$ cat src/rtl/rfs_pkg.sv
package rfs_pkg;

  typedef enum logic [1:0] {
    PH_PAUSE = 2'd0,
    PH_WARM  = 2'd1,
    PH_RUN   = 2'd2
  } phase_t;

  typedef enum logic [1:0] {
    ENG_IDLE   = 2'd0,
    ENG_SETUP  = 2'd1,
    ENG_STROBE = 2'd2,
    ENG_PRECH  = 2'd3
  } eng_t;

  // Duration in ns -> clock cycles, rounded up, never below one.
  function automatic int unsigned ns_to_cyc(input int unsigned ns, input int unsigned mhz);
    int unsigned c;
    c = (ns * mhz + 999) / 1000;
    return (c < 1) ? 1 : c;
  endfunction

  // Duration in us -> clock cycles.
  function automatic int unsigned us_to_cyc(input int unsigned us, input int unsigned mhz);
    int unsigned c;
    c = us * mhz;
    return (c < 1) ? 1 : c;
  endfunction

  // Counter width able to hold 0 .. n-1.
  function automatic int unsigned cnt_width(input int unsigned n);
    return (n < 2) ? 1 : $clog2(n);
  endfunction

  function automatic int unsigned max2(input int unsigned a, input int unsigned b);
    return (a > b) ? a : b;
  endfunction

  function automatic int unsigned min2(input int unsigned a, input int unsigned b);
    return (a < b) ? a : b;
  endfunction

endpackage

$ cat src/rtl/rfs_timebase.sv
module rfs_timebase
  import rfs_pkg::*;
#(
  parameter int unsigned LIMIT = 16
) (
  input  logic clk,
  input  logic rst_n,
  input  logic run,
  output logic hit
);
  localparam int unsigned W = cnt_width(LIMIT);
  localparam logic [W-1:0] LAST = W'(LIMIT - 1);

  logic [W-1:0] cnt;

  assign hit = run && (cnt == LAST);

  always_ff @(posedge clk) begin
    if (!rst_n)   cnt <= '0;
    else if (!run) cnt <= '0;
    else if (hit)  cnt <= '0;
    else           cnt <= cnt + 1'b1;
  end
endmodule

$ cat src/rtl/rfs_cbr_engine.sv
module rfs_cbr_engine
  import rfs_pkg::*;
#(
  parameter int unsigned CSR_CYC = 1,
  parameter int unsigned CHR_CYC = 1,
  parameter int unsigned RAS_CYC = 3,
  parameter int unsigned RP_CYC  = 3
) (
  input  logic clk,
  input  logic rst_n,
  input  logic start,
  output logic idle,
  output logic done,
  output logic own,
  output logic ras_n,
  output logic cas_n,
  output logic we_n
);
  localparam int unsigned LONGEST = max2(max2(CSR_CYC, RAS_CYC), max2(RP_CYC, CHR_CYC + 1));
  localparam int unsigned CW = cnt_width(LONGEST);
  localparam logic [CW-1:0] CSR_LAST = CW'(CSR_CYC - 1);
  localparam logic [CW-1:0] RAS_LAST = CW'(RAS_CYC - 1);
  localparam logic [CW-1:0] RP_LAST  = CW'(RP_CYC - 1);
  localparam logic [CW-1:0] CHR_END  = CW'(CHR_CYC);

  eng_t         state;
  logic [CW-1:0] cnt;

  always_ff @(posedge clk) begin
    if (!rst_n) begin
      state <= ENG_IDLE;
      cnt   <= '0;
    end else begin
      case (state)
        ENG_IDLE: begin
          cnt <= '0;
          if (start) state <= ENG_SETUP;
        end
        ENG_SETUP: begin
          if (cnt == CSR_LAST) begin
            state <= ENG_STROBE;
            cnt   <= '0;
          end else cnt <= cnt + 1'b1;
        end
        ENG_STROBE: begin
          if (cnt == RAS_LAST) begin
            state <= ENG_PRECH;
            cnt   <= '0;
          end else cnt <= cnt + 1'b1;
        end
        ENG_PRECH: begin
          if (cnt == RP_LAST) begin
            state <= ENG_IDLE;
            cnt   <= '0;
          end else cnt <= cnt + 1'b1;
        end
        default: begin
          state <= ENG_IDLE;
          cnt   <= '0;
        end
      endcase
    end
  end

  assign idle  = (state == ENG_IDLE);
  assign own   = (state != ENG_IDLE);
  assign done  = (state == ENG_PRECH) && (cnt == RP_LAST);
  assign ras_n = !(state == ENG_STROBE);
  assign cas_n = !((state == ENG_SETUP) || ((state == ENG_STROBE) && (cnt < CHR_END)));
  assign we_n  = 1'b1;
endmodule

$ cat src/rtl/rfs_debt_ctr.sv
module rfs_debt_ctr
  import rfs_pkg::*;
#(
  parameter int unsigned PEND_W   = 4,
  parameter int unsigned MAX_PEND = 4
) (
  input  logic clk,
  input  logic rst_n,
  input  logic inc,
  input  logic dec,
  output logic nonzero,
  output logic over
);
  localparam logic [PEND_W-1:0] FULL  = '1;
  localparam logic [PEND_W-1:0] LIMIT = PEND_W'(MAX_PEND);

  logic [PEND_W-1:0] pending;

  always_ff @(posedge clk) begin
    if (!rst_n) pending <= '0;
    else begin
      case ({inc, dec})
        2'b10:   if (pending != FULL) pending <= pending + 1'b1;
        2'b01:   if (pending != '0)   pending <= pending - 1'b1;
        default: pending <= pending;
      endcase
    end
  end

  assign nonzero = (pending != '0);
  assign over    = (pending > LIMIT);
endmodule

$ cat src/rtl/dram_refresh_sched.sv
module dram_refresh_sched
  import rfs_pkg::*;
#(
  parameter int unsigned CLK_MHZ  = 100,
  parameter int unsigned PAUSE_US = 200,
  parameter int unsigned REFI_NS  = 15600,
  parameter int unsigned TRAS_NS  = 50,
  parameter int unsigned TRP_NS   = 50,
  parameter int unsigned TCSR_NS  = 10,
  parameter int unsigned TCHR_NS  = 15,
  parameter int unsigned WARM_CYC = 8,
  parameter int unsigned MAX_PEND = 4,
  parameter int unsigned PEND_W   = 4
) (
  input  logic clk,
  input  logic rst_n,
  input  logic ref_gnt,
  output logic ref_req,
  output logic ready,
  output logic overdue,
  output logic bus_own,
  output logic ras_n,
  output logic cas_n,
  output logic we_n
);
  localparam int unsigned PAUSE_CYC = us_to_cyc(PAUSE_US, CLK_MHZ);
  localparam int unsigned REFI_CYC  = ns_to_cyc(REFI_NS, CLK_MHZ);
  localparam int unsigned RAS_CYC   = ns_to_cyc(TRAS_NS, CLK_MHZ);
  localparam int unsigned RP_CYC    = ns_to_cyc(TRP_NS, CLK_MHZ);
  localparam int unsigned CSR_CYC   = ns_to_cyc(TCSR_NS, CLK_MHZ);
  localparam int unsigned CHR_CYC   = min2(ns_to_cyc(TCHR_NS, CLK_MHZ), RAS_CYC);
  localparam int unsigned WW        = cnt_width(WARM_CYC);
  localparam logic [WW-1:0] WARM_LAST = WW'(WARM_CYC - 1);

  phase_t        phase;
  logic [WW-1:0] warm_cnt;

  // Named internal events
  logic in_pause;
  logic in_warm;
  logic in_run;
  logic pause_hit;
  logic refi_tick;
  logic eng_idle;
  logic eng_done;
  logic eng_start;
  logic debt_nz;
  logic debt_over;
  logic run_done;

  assign in_pause = (phase == PH_PAUSE);
  assign in_warm  = (phase == PH_WARM);
  assign in_run   = (phase == PH_RUN);

  rfs_timebase #(.LIMIT(PAUSE_CYC)) i_pause_tmr (
    .clk(clk), .rst_n(rst_n), .run(in_pause), .hit(pause_hit)
  );

  rfs_timebase #(.LIMIT(REFI_CYC)) i_refi_tmr (
    .clk(clk), .rst_n(rst_n), .run(in_run), .hit(refi_tick)
  );

  assign ref_req   = in_run && debt_nz && eng_idle;
  assign eng_start = (in_warm && eng_idle) || (ref_req && ref_gnt);
  assign run_done  = in_run && eng_done;

  rfs_cbr_engine #(
    .CSR_CYC(CSR_CYC), .CHR_CYC(CHR_CYC), .RAS_CYC(RAS_CYC), .RP_CYC(RP_CYC)
  ) i_engine (
    .clk(clk), .rst_n(rst_n), .start(eng_start),
    .idle(eng_idle), .done(eng_done), .own(bus_own),
    .ras_n(ras_n), .cas_n(cas_n), .we_n(we_n)
  );

  rfs_debt_ctr #(.PEND_W(PEND_W), .MAX_PEND(MAX_PEND)) i_debt (
    .clk(clk), .rst_n(rst_n), .inc(refi_tick), .dec(run_done),
    .nonzero(debt_nz), .over(debt_over)
  );

  always_ff @(posedge clk) begin
    if (!rst_n) begin
      phase    <= PH_PAUSE;
      warm_cnt <= '0;
    end else begin
      case (phase)
        PH_PAUSE: if (pause_hit) phase <= PH_WARM;
        PH_WARM: begin
          if (eng_done) begin
            if (warm_cnt == WARM_LAST) phase <= PH_RUN;
            else warm_cnt <= warm_cnt + 1'b1;
          end
        end
        PH_RUN:  phase <= PH_RUN;
        default: phase <= PH_PAUSE;
      endcase
    end
  end

  assign ready   = in_run;
  assign overdue = debt_over;
endmodule

$ cat config.mk
export PLATFORM = sky130hd
export DESIGN_NAME = dram_refresh_sched
export DESIGN_NICKNAME = d
export VERILOG_FILES = /design/src/rtl/rfs_pkg.sv /design/src/rtl/rfs_timebase.sv /design/src/rtl/rfs_cbr_engine.sv /design/src/rtl/rfs_debt_ctr.sv /design/src/rtl/dram_refresh_sched.sv
export SDC_FILE = /design/constraint.sdc
export NUM_CORES = 1
export LEC_CHECK = 0
export ABC_CLOCK_PERIOD_IN_PS = 2870
export BUFFER_PORTS_ARGS = -buffer_cell sky130_fd_sc_hd__buf_2
export CAP_MARGIN = 15
export CORE_MARGIN = 8
export CORE_UTILIZATION = 60
export CTS_BUF_LIST = sky130_fd_sc_hd__clkbuf_4 sky130_fd_sc_hd__clkbuf_8 sky130_fd_sc_hd__clkbuf_16
export DETAILED_ROUTE_END_ITERATION = 10
export PLACE_DENSITY = 0.83
export SYNTH_ARGS = -nofsm -noshare
export SYNTH_HDL_FRONTEND = slang
export SYNTH_SLANG_ARGS = --single-unit
$ cat constraint.sdc
create_clock -name clk -period 2.87 [get_ports clk]
set_input_delay 0.4305 -clock clk [delete_from_list [all_inputs] [get_ports clk]]
set_output_delay 0.4305 -clock clk [all_outputs]
set_load 0.1 [all_outputs]
# ---- Word-level counts from Yosys, hierarchy flattened
# Cells that the tools add are included.
dict set report word_totals {
  reg_bits 40
  latchBits 0
  mem_bits_rw 0
  mem_bits_ro 0
  in_bits 3
  out_inout_bits 7
  wordCells 81
  mem_count 0
}
dict set report op_classes {
  n_addsub 6
  mul 0
  n_div 0
  magnitude_cmp 2
  n_eq_ne 21
  n_shift 0
  muxes 15
  bitwise 4
  reduce_logical 26
}
# operator n
set op_table {}
lappend op_table {{$add 15x1->15 const B} 1}
lappend op_table {{$eq 15x15->1 const B} 1}
lappend op_table {{$mux 2} 7}
lappend op_table {{$ne 2x1->1 const B} 7}
lappend op_table {{$add 11x1->11 const B} 1}
lappend op_table {{$eq 11x11->1 const B} 1}
lappend op_table {{$logic_and 1x1->1} 9}
lappend op_table {{$pmux 3 s3} 1}
lappend op_table {{$reduce_and 3->1} 3}
lappend op_table {{$eq 2x2->1 const B} 4}
lappend op_table {{$mux 4} 2}
lappend op_table {{$pmux 2 s4} 1}
lappend op_table {{$pmux 4 s2} 1}
lappend op_table {{$add 3x1->3 const B} 2}
lappend op_table {{$eq 2x1->1 const B} 3}
lappend op_table {{$eq 3x3->1 const B} 2}
lappend op_table {{$mux 3} 2}
lappend op_table {{$pmux 2 s3} 1}
lappend op_table {{$reduce_or 3->1} 2}
lappend op_table {{$add 4x1->4 const B} 1}
lappend op_table {{$gt 4x3->1 const B} 1}
lappend op_table {{$logic_not 2->1} 2}
lappend op_table {{$ne 2x2->1 const B} 2}
lappend op_table {{$ne 4x4->1 const B} 1}
lappend op_table {{10 further kinds} 16}

# ---- Logic depth before layout (Yosys ltp)
# Gate-level depths: netlist of run 1.
dict set report logic_depth {
  depth_word 7
  ltp_mapped 11
  depth_no_buf 11
}

# ---- Hierarchy
# From an unflattened synthesis of run 1, not the netlist that was laid out.
dict set report unflattened {
  cells_unflattened 235
  area_unflattened_um2 2152.1
}
# mod n_inst cells_each area_per_inst_um2 seq_area_each_um2
set by_module_without_submodules {}
lappend by_module_without_submodules {{rfs_timebase at i_pause_tmr} 1 75 686.9 300.3}
lappend by_module_without_submodules {{rfs_timebase at i_refi_tmr} 1 54 499.2 220.2}
lappend by_module_without_submodules {rfs_cbr_engine 1 44 382.9 100.1}
lappend by_module_without_submodules {dram_refresh_sched 1 31 310.3 100.1}
lappend by_module_without_submodules {rfs_debt_ctr 1 31 272.8 80.1}

# ---- Least setup slack after synthesis of run 1
# Ideal clock, no wire load.
dict set report synth_timing {
  path_kind {register to register}
  from {register phase[0]}
  to {register i_debt.pending[3]}
  setup_time_ns 0.122
  t_arrival_ns 3.067
  required_time_ns 2.748
  setup_slack_ns -0.319
  stages_incl_launch_ff 12
  path_buffers 0
  period_less_slack_ns 3.189
  path_cell_list {dfxtp_1 inv_1 ha_1 and4_1 nand3_1 nand2_1 inv_1 ha_1 a21o_1 a2111oi_0 mux2i_1 mux2i_1}
}
dict set report synth_between {
  elab_chain_len 5
  elab_cells_between_ends 10
  cone_classes {eq/ne: 5; mux: 1; reduce/logical: 4}
}
# element line
set synth_rtl {}
lappend synth_rtl {{from (decl)} dram_refresh_sched.sv:35} ;# phase_t phase;
lappend synth_rtl {{from (signal assigned)} dram_refresh_sched.sv:82} ;# phase <= PH_PAUSE;
lappend synth_rtl {{from (signal assigned)} dram_refresh_sched.sv:86} ;# PH_PAUSE: if (pause_hit) phase <= PH_WARM;
lappend synth_rtl {{from (signal assigned)} dram_refresh_sched.sv:89} ;# if (warm_cnt == WARM_LAST) phase <= PH_RUN;
lappend synth_rtl {{$eq 2x2->1 *} dram_refresh_sched.sv:53} ;# assign in_run = (phase == PH_RUN);
lappend synth_rtl {{via ready} dram_refresh_sched.sv:19} ;# output logic ready,
lappend synth_rtl {{$logic_and 1x1->1, on equally long branches} {dram_refresh_sched.sv:65, rfs_timebase.sv:16}}
lappend synth_rtl {{$eq 2x2->1 or $eq 2x1->1 (tied branches)} rfs_debt_ctr.sv:22} ;# case ({inc, dec})
lappend synth_rtl {{$ne 2x1->1 (no source line) (tied with other cells)} --}
lappend synth_rtl {{$reduce_and 3->1 (no source line)} --}
lappend synth_rtl {{to (signal assigned)} rfs_debt_ctr.sv:23} ;# 2'b10: if (pending != FULL) pending <= pending + 1'b1;
lappend synth_rtl {{to (signal assigned)} rfs_debt_ctr.sv:24} ;# 2'b01: if (pending != '0) pending <= pending - 1'b1;
lappend synth_rtl {{to (signal assigned)} rfs_debt_ctr.sv:25} ;# default: pending <= pending;
lappend synth_rtl {{to (decl)} rfs_debt_ctr.sv:17} ;# logic [PEND_W-1:0] pending;
# Mark *: on every way through the listed nets, which the timed path passes. The rest lies on a longest branch.
# A chain may end at the register's enable or synchronous reset.

# ---- Worst setup path after layout of run 1
dict set report layout_timing {
  from {register i_refi_tmr.cnt[0]}
  to {register i_debt.pending[3]}
}
dict set report layout_between {
  elab_chain_len 5
  elab_cells_between_ends 9
  cone_classes {eq/ne: 5; mux: 1; reduce/logical: 3}
}
# element line
set layout_rtl {}
lappend layout_rtl {{from (decl)} rfs_timebase.sv:14} ;# logic [W-1:0] cnt;
lappend layout_rtl {{from (signal assigned)} rfs_timebase.sv:22} ;# else cnt <= cnt + 1'b1;
lappend layout_rtl {{$eq 11x11->1 *} rfs_timebase.sv:16} ;# assign hit = run && (cnt == LAST);
lappend layout_rtl {{$logic_and 1x1->1 *} rfs_timebase.sv:16}
lappend layout_rtl {{$eq 2x2->1 or $eq 2x1->1 (tied branches)} rfs_debt_ctr.sv:22}
lappend layout_rtl {{$ne 2x1->1 (no source line) (tied with other cells)} --}
lappend layout_rtl {{$reduce_and 3->1 (no source line)} --}
# Mark *: on every way between the ends. The rest lies on a longest branch, timed or not.

==> results of run 1 <==
metrics by stage:
stage / instance area (sq um) / total power [mW] / util [%]
2_1_floorplan: 2145 / 0.5947 / -
3_3_place_gp: 2213 / 0.5986 / 65.30
3_5_place_dp: 2213 / 0.5990 / 65.30
4_1_cts: 2251 / 0.8411 / 66.41
5_1_grt: 2252 / 0.8663 / 66.45
6_report: 2252 / 0.8291 / 66.45
worst paths after layout:
| kind | startpoint | endpoint | slack, ns |
|---|---|---|---|
| hold / removal | i_engine.cnt[0] | i_engine.cnt[0] | 0.47 |
| hold reg to reg | i_engine.cnt[0] | i_engine.cnt[0] | 0.47 |
| setup reg to reg | i_refi_tmr.cnt[0] | i_debt.pending[3] | 0.28 |
| setup / recovery | i_refi_tmr.cnt[0] | i_debt.pending[3] | 0.28 |
Yosys cell counts (3+ instances only):
master	instances	area [sq um]
nor4_1	4	25.02
and2_1	3	18.77
nor3_1	3	15.01
nand3b_1	3	22.52
inv_1	16	60.06
clkbuf_1	3	11.26
nor2_1	32	120.1
ha_1	16	200.2
mux2i_1	9	90.09
nand3_1	11	55.05
dfxtp_1	40	800.8
nand2_1	17	63.81
nand2b_1	4	25.02
xor2_1	12	105.1
and3_1	3	18.77
nand4_1	11	68.82
a21oi_1	7	35.03
xnor2_1	11	96.34
and4_1	6	52.55
kinds of logic (layout without fill, tap and decap cells):
group,after synthesis,after routing,share of synthesized area [%]
flops,40,40,37.38
simple gates,109,109,27.39
compound gates,21,21,7.010
fa+ha+maj,17,17,10.28
other cells,1,1,0.1751
mux,9,9,4.206
buf+inv,22,29,4.147
xor+xnor,23,23,9.404
area by class of cell:
type / count / area [sq um]
multi-input combinational: 180 / 1256
clock buffer: 5 / 37.54
fill: 272 / 1137
inverter: 16 / 60.06
sequential: 40 / 800.8
tap: 46 / 57.56
timing repair buffer: 8 / 40.04
power by group:
part           switching, mW  internal [mW]
sequential           0.00386          0.558
combinational         0.0183        0.00565
clock                  0.161         0.0819
total                  0.183          0.646
critical path, cell delays in order (launching register included):
cell and delay [ns]:
dfxtp_1 0.43, ha_1 0.30, and4_1 0.22, nand3_1 0.17, nand2_1 0.17, inv_1 0.07
ha_1 0.30, a21o_1 0.18, a2111oi_1 0.37, mux2i_1 0.14, mux2i_1 0.13
state kept, by name, summed over array words and instances, names as in the netlist:
register and count:
i_pause_tmr.cnt 15, i_refi_tmr.cnt 11, phase 2, i_engine.state 2, i_engine.cnt 3, i_debt.pending 4
warm_cnt 3
layer usage:
layer	routed length [um]	share of wire (%)
met1	1870	50
met2	1654	45
met3	112	3.0
met4	76	2.0
met5	0	0
==> metrics, run 1 <==
FF+latch count, synth 40; Synthesis Warnings 0; Final Slew Violations 0; placed cell count 290; leading cell type in the layout, fill and taps excluded dfxtp_1; Leakage Power 0.8763 nW; layout cells sized above 1 7.229%; P per Cell Area 368.1 nW/um^2; Mapped Area 2142 sq um; critical path class register to register; Antenna Nets Post-Route 0; Chip Width 75.75 um; RSZ-0062 raised after global routing no; HPWL after DPL 2715 um; Residual DRC 0; critical path fanouts, max 6; setup repair bufs after CTS 0; Slew HR 63.52%; syn nets 262; worst slack, placed 0.2678 ns; vias in the first global route 1,439; GRT Residual Overflow 0; post-route worst setup slack 0.2765 ns; clk_lat worst skew 0.34 ns; DRT iter0 DRCs 87; sequential area share after synthesis 37.38%; vias 1,624; CP required 3.11 ns; TritonCTS clock tree done; Max Cap Viol 0; final cell count without fillers 295; initial antenna violation count 0; hold buffers post-CTS 0; WHS Path Cells 1; reg2reg path depth 10; EDFF count, synth 0; I/O pin count 10; CP Data Arrival Time 2.83 ns; final worst path period share 90.37%; Hold Path Class register to register; final setup fails 0; worst vdd ir 318.9 uV; via density per instance 5.505; drt pass-1 iters 4; status complete, no violations; worst slew pin tran 0.5460 ns; htree depth 2; CTS Buffer Depth 2; Area Growth Syn to Fin 5.140%; commonest cells after routing, fill and taps aside dfxtp_1, nor2_1, nand2_1, inv_1, ha_1; pin count of the biggest net entering global routing 26; M2 GR Usage 20.63%; share of synthesized registers carrying an async set or reset 0%; Num CTS Buffers 5; Post-synth top flop dfxtp_1; final WL 3713 um; Worst Skew 0.005115 ns; Wirelength per Cell 12.59 um; met3 Use GR 3.158%; Die H 75.75 um; Setup crit start kind register; Synth Area per Inst 8.851 sq um; grt met1 use 18.54%; gpl congestion 0.8076; final net count 271; Tot GR Track Use 14.07%; ant diodes 0; Rows 21; core area 3390 sq um; post-synth cell types 40; post_cts resized 0; fmax 0.3856 GHz; synthesized instance count 242; Initial Utilization 63.20%; Final Hold Viols 0; Final TNS setup 0 ns; fin crit period 2.594 ns; port bufs 8; first-pass GRT wire length 6244 um; clock root buffer clkbuf_4; gr busiest metal met2; TritonCTS Sinks 40; Worst Setup End Kind register; Reg clk slew, reported paths 0.10 ns; Die ar. 5738 sq um; hold slack final 0.4747 ns
(Power assumes the default switching activity.)
==> inputs of run 2 (changes only) <==
--- a/constraint.sdc
+++ b/constraint.sdc
@@ -3,2 +3,2 @@
 set_output_delay 0.4305 -clock clk [all_outputs]
-set_load 0.1 [all_outputs]
+set_load 0.02 [all_outputs]
==> run 2 against run 1 <==
  * Design area rose by 0.67%
  * Total power rose by 2.2%
  * Clock power rose by 9.1%
  * Register-to-register slack got worse by 0.04 ns
  * Global-route usage fell by 0.69 points
  * Critical path type unchanged
  * Highest routed layer unchanged
==> metrics, run 2 (synthesis results as in run 1) <==
Worst Setup End Kind register; htree depth 2; Antenna Nets Post-Route 0; fmax 0.3794 GHz; hold buffers post-CTS 0; Leakage Power 0.8772 nW; Cell Chain, Critical Path ha_2 > and4_1 > nand3_1 > nand2_1 > inv_1 > ha_1 > a21o_1 > a2111oi_1 > mux2i_1 > mux2i_1; worst slack, placed 0.2411 ns; most frequent CP cell mux2i_1; TritonCTS Sinks 40; Critical path buffers and inverters 1; layout cells sized above 1 8.367%; worst vdd ir 382.9 uV; via density per instance 5.492; P per Cell Area 373.6 nW/um^2; CP Data Arrival Time 2.87 ns; final setup fails 0; Area Growth Syn to Fin 5.841%; max incr delay on CP 0.43 ns; final cell count without fillers 297; clk_lat worst skew 0.35 ns; initial antenna violation count 0; met3 Use GR 4.342%; post-route worst setup slack 0.2344 ns; Reg clk slew, reported paths 0.11 ns; Reg with most FFs i_pause_tmr.cnt; Setup crit start kind register; gr busiest metal met2; critical path fanouts, max 6; port bufs 8; worst slew pin tran 0.5548 ns; Slew HR 62.93%; Final Hold Viols 0; flip-flop count of the largest register after layout 15; first-pass GRT wire length 5968 um; leading cell type in the layout, fill and taps excluded dfxtp_1; vias 1,631; I/O pin count 10; core area 3390 sq um; final net count 271; pin count of the biggest net entering global routing 26; Fillers 277; TritonCTS clock tree done; reg2reg path depth 10; Final Slew Violations 0; critical path class register to register; Max Cap Viol 0; cell depth of the worst setup path 10; final WL 3575 um; Top delay family on crit path compound AO/OA/AOI/OAI gates; ant diodes 0; CTS Buffer Depth 2; CP required 3.11 ns; HPWL after DPL 2618 um; Hold Path Class register to register; Chip Width 75.75 um; Tot GR Track Use 13.39%; placed cell count 290; vias in the first global route 1,452; biggest regs i_pause_tmr.cnt (15), i_refi_tmr.cnt (11), i_debt.pending (4); Rows 21; Num CTS Buffers 5; Wirelength per Cell 12.04 um; fin crit period 2.636 ns; status complete, no violations; WHS Path Cells 1; drt pass-1 iters 4; Worst Skew 0.01119 ns; DRT iter0 DRCs 87; clock root buffer clkbuf_4; grt met1 use 15.67%; Die H 75.75 um; Initial Utilization 63.20%; gpl congestion 0.7948; GRT Residual Overflow 0; Die ar. 5738 sq um; Residual DRC 0; Slowest cell on crit path dfxtp_1; final worst path period share 91.83%; commonest cells after routing, fill and taps aside dfxtp_1, nor2_1, nand2_1, inv_1, ha_1; M2 GR Usage 21.48%
## run 2: changes by cell type in the layout (fill, tap and decap cells not counted), sizes merged
| cell | previous run | this run |
|---|---|---|
| clkinv | 0 | 1 |
| clkinvlp | 0 | 1 |
## run 2: layer usage
| layer | vias to the layer above | part of all wire [%] |
|---|---|---|
| met5 | - | 0 |
| met1 | 741 | 50 |
| li1 | 863 | - |
| met4 | 0 | 1.4 |
| met2 | 22 | 44 |
| met3 | 5 | 4.2 |
## run 2: worst paths after layout
path | start | to | slack [ns]
hold / removal | i_engine.cnt[0] | i_engine.cnt[0] | 0.47
hold reg to reg | i_engine.cnt[0] | i_engine.cnt[0] | 0.47
setup / recovery | i_refi_tmr.cnt[0] | i_debt.pending[3] | 0.23
setup reg to reg | i_refi_tmr.cnt[0] | i_debt.pending[3] | 0.23
## run 2: power breakdown
part	total [mW]	internal, mW	leakage [nW]	switching, mW
clock network	0.265	0.0893	0.0271	0.176
logic	0.0196	0.00582	0.527	0.0137
registers	0.562	0.558	0.323	0.00383
## run 2: what timing repair did
action	4_1_cts	5_1_grt
resized for setup	0	3
endpoints found under the hold margin	0	0
setup endpoints to repair	0	1
buffers inserted	0	0
## run 2: final cells by class
class	instances	area (sq um)	area share, %
Tap cell	46	57.56	2.539
Sequential cell	40	800.8	35.32
Clock buffer	5	37.54	1.656
Inverter	16	60.06	2.649
Clock inverter	2	12.51	0.5519
Timing Repair Buffer	8	40.04	1.766
Multi-Input combinational cell	180	1259	55.52
## run 2: worst reg2reg max path, stage by stage (launching register included)
cell and delay, ns:
dfxtp_1 0.43, ha_2 0.27, and4_1 0.20, nand3_1 0.17, nand2_1 0.17, inv_1 0.07
ha_1 0.30, a21o_1 0.19, a2111oi_1 0.43, mux2i_1 0.16, mux2i_1 0.14
## run 2: through the flow
step	hold slack [ns]	setup TNS (ns)	area, sq um	power [mW]	util [%]
finish	0.4651	0	2267	0.8470	66.89
global route	0.4828	-0.01695	2267	0.8849	66.89
CTS	0.4645	0	2261	0.8600	66.70
detailed placement	0.4376	0	2211	0.5945	65.23
global placement	0.4325	0	2211	0.5940	65.23
floorplan	0.4173	0	2142	0.5901	-
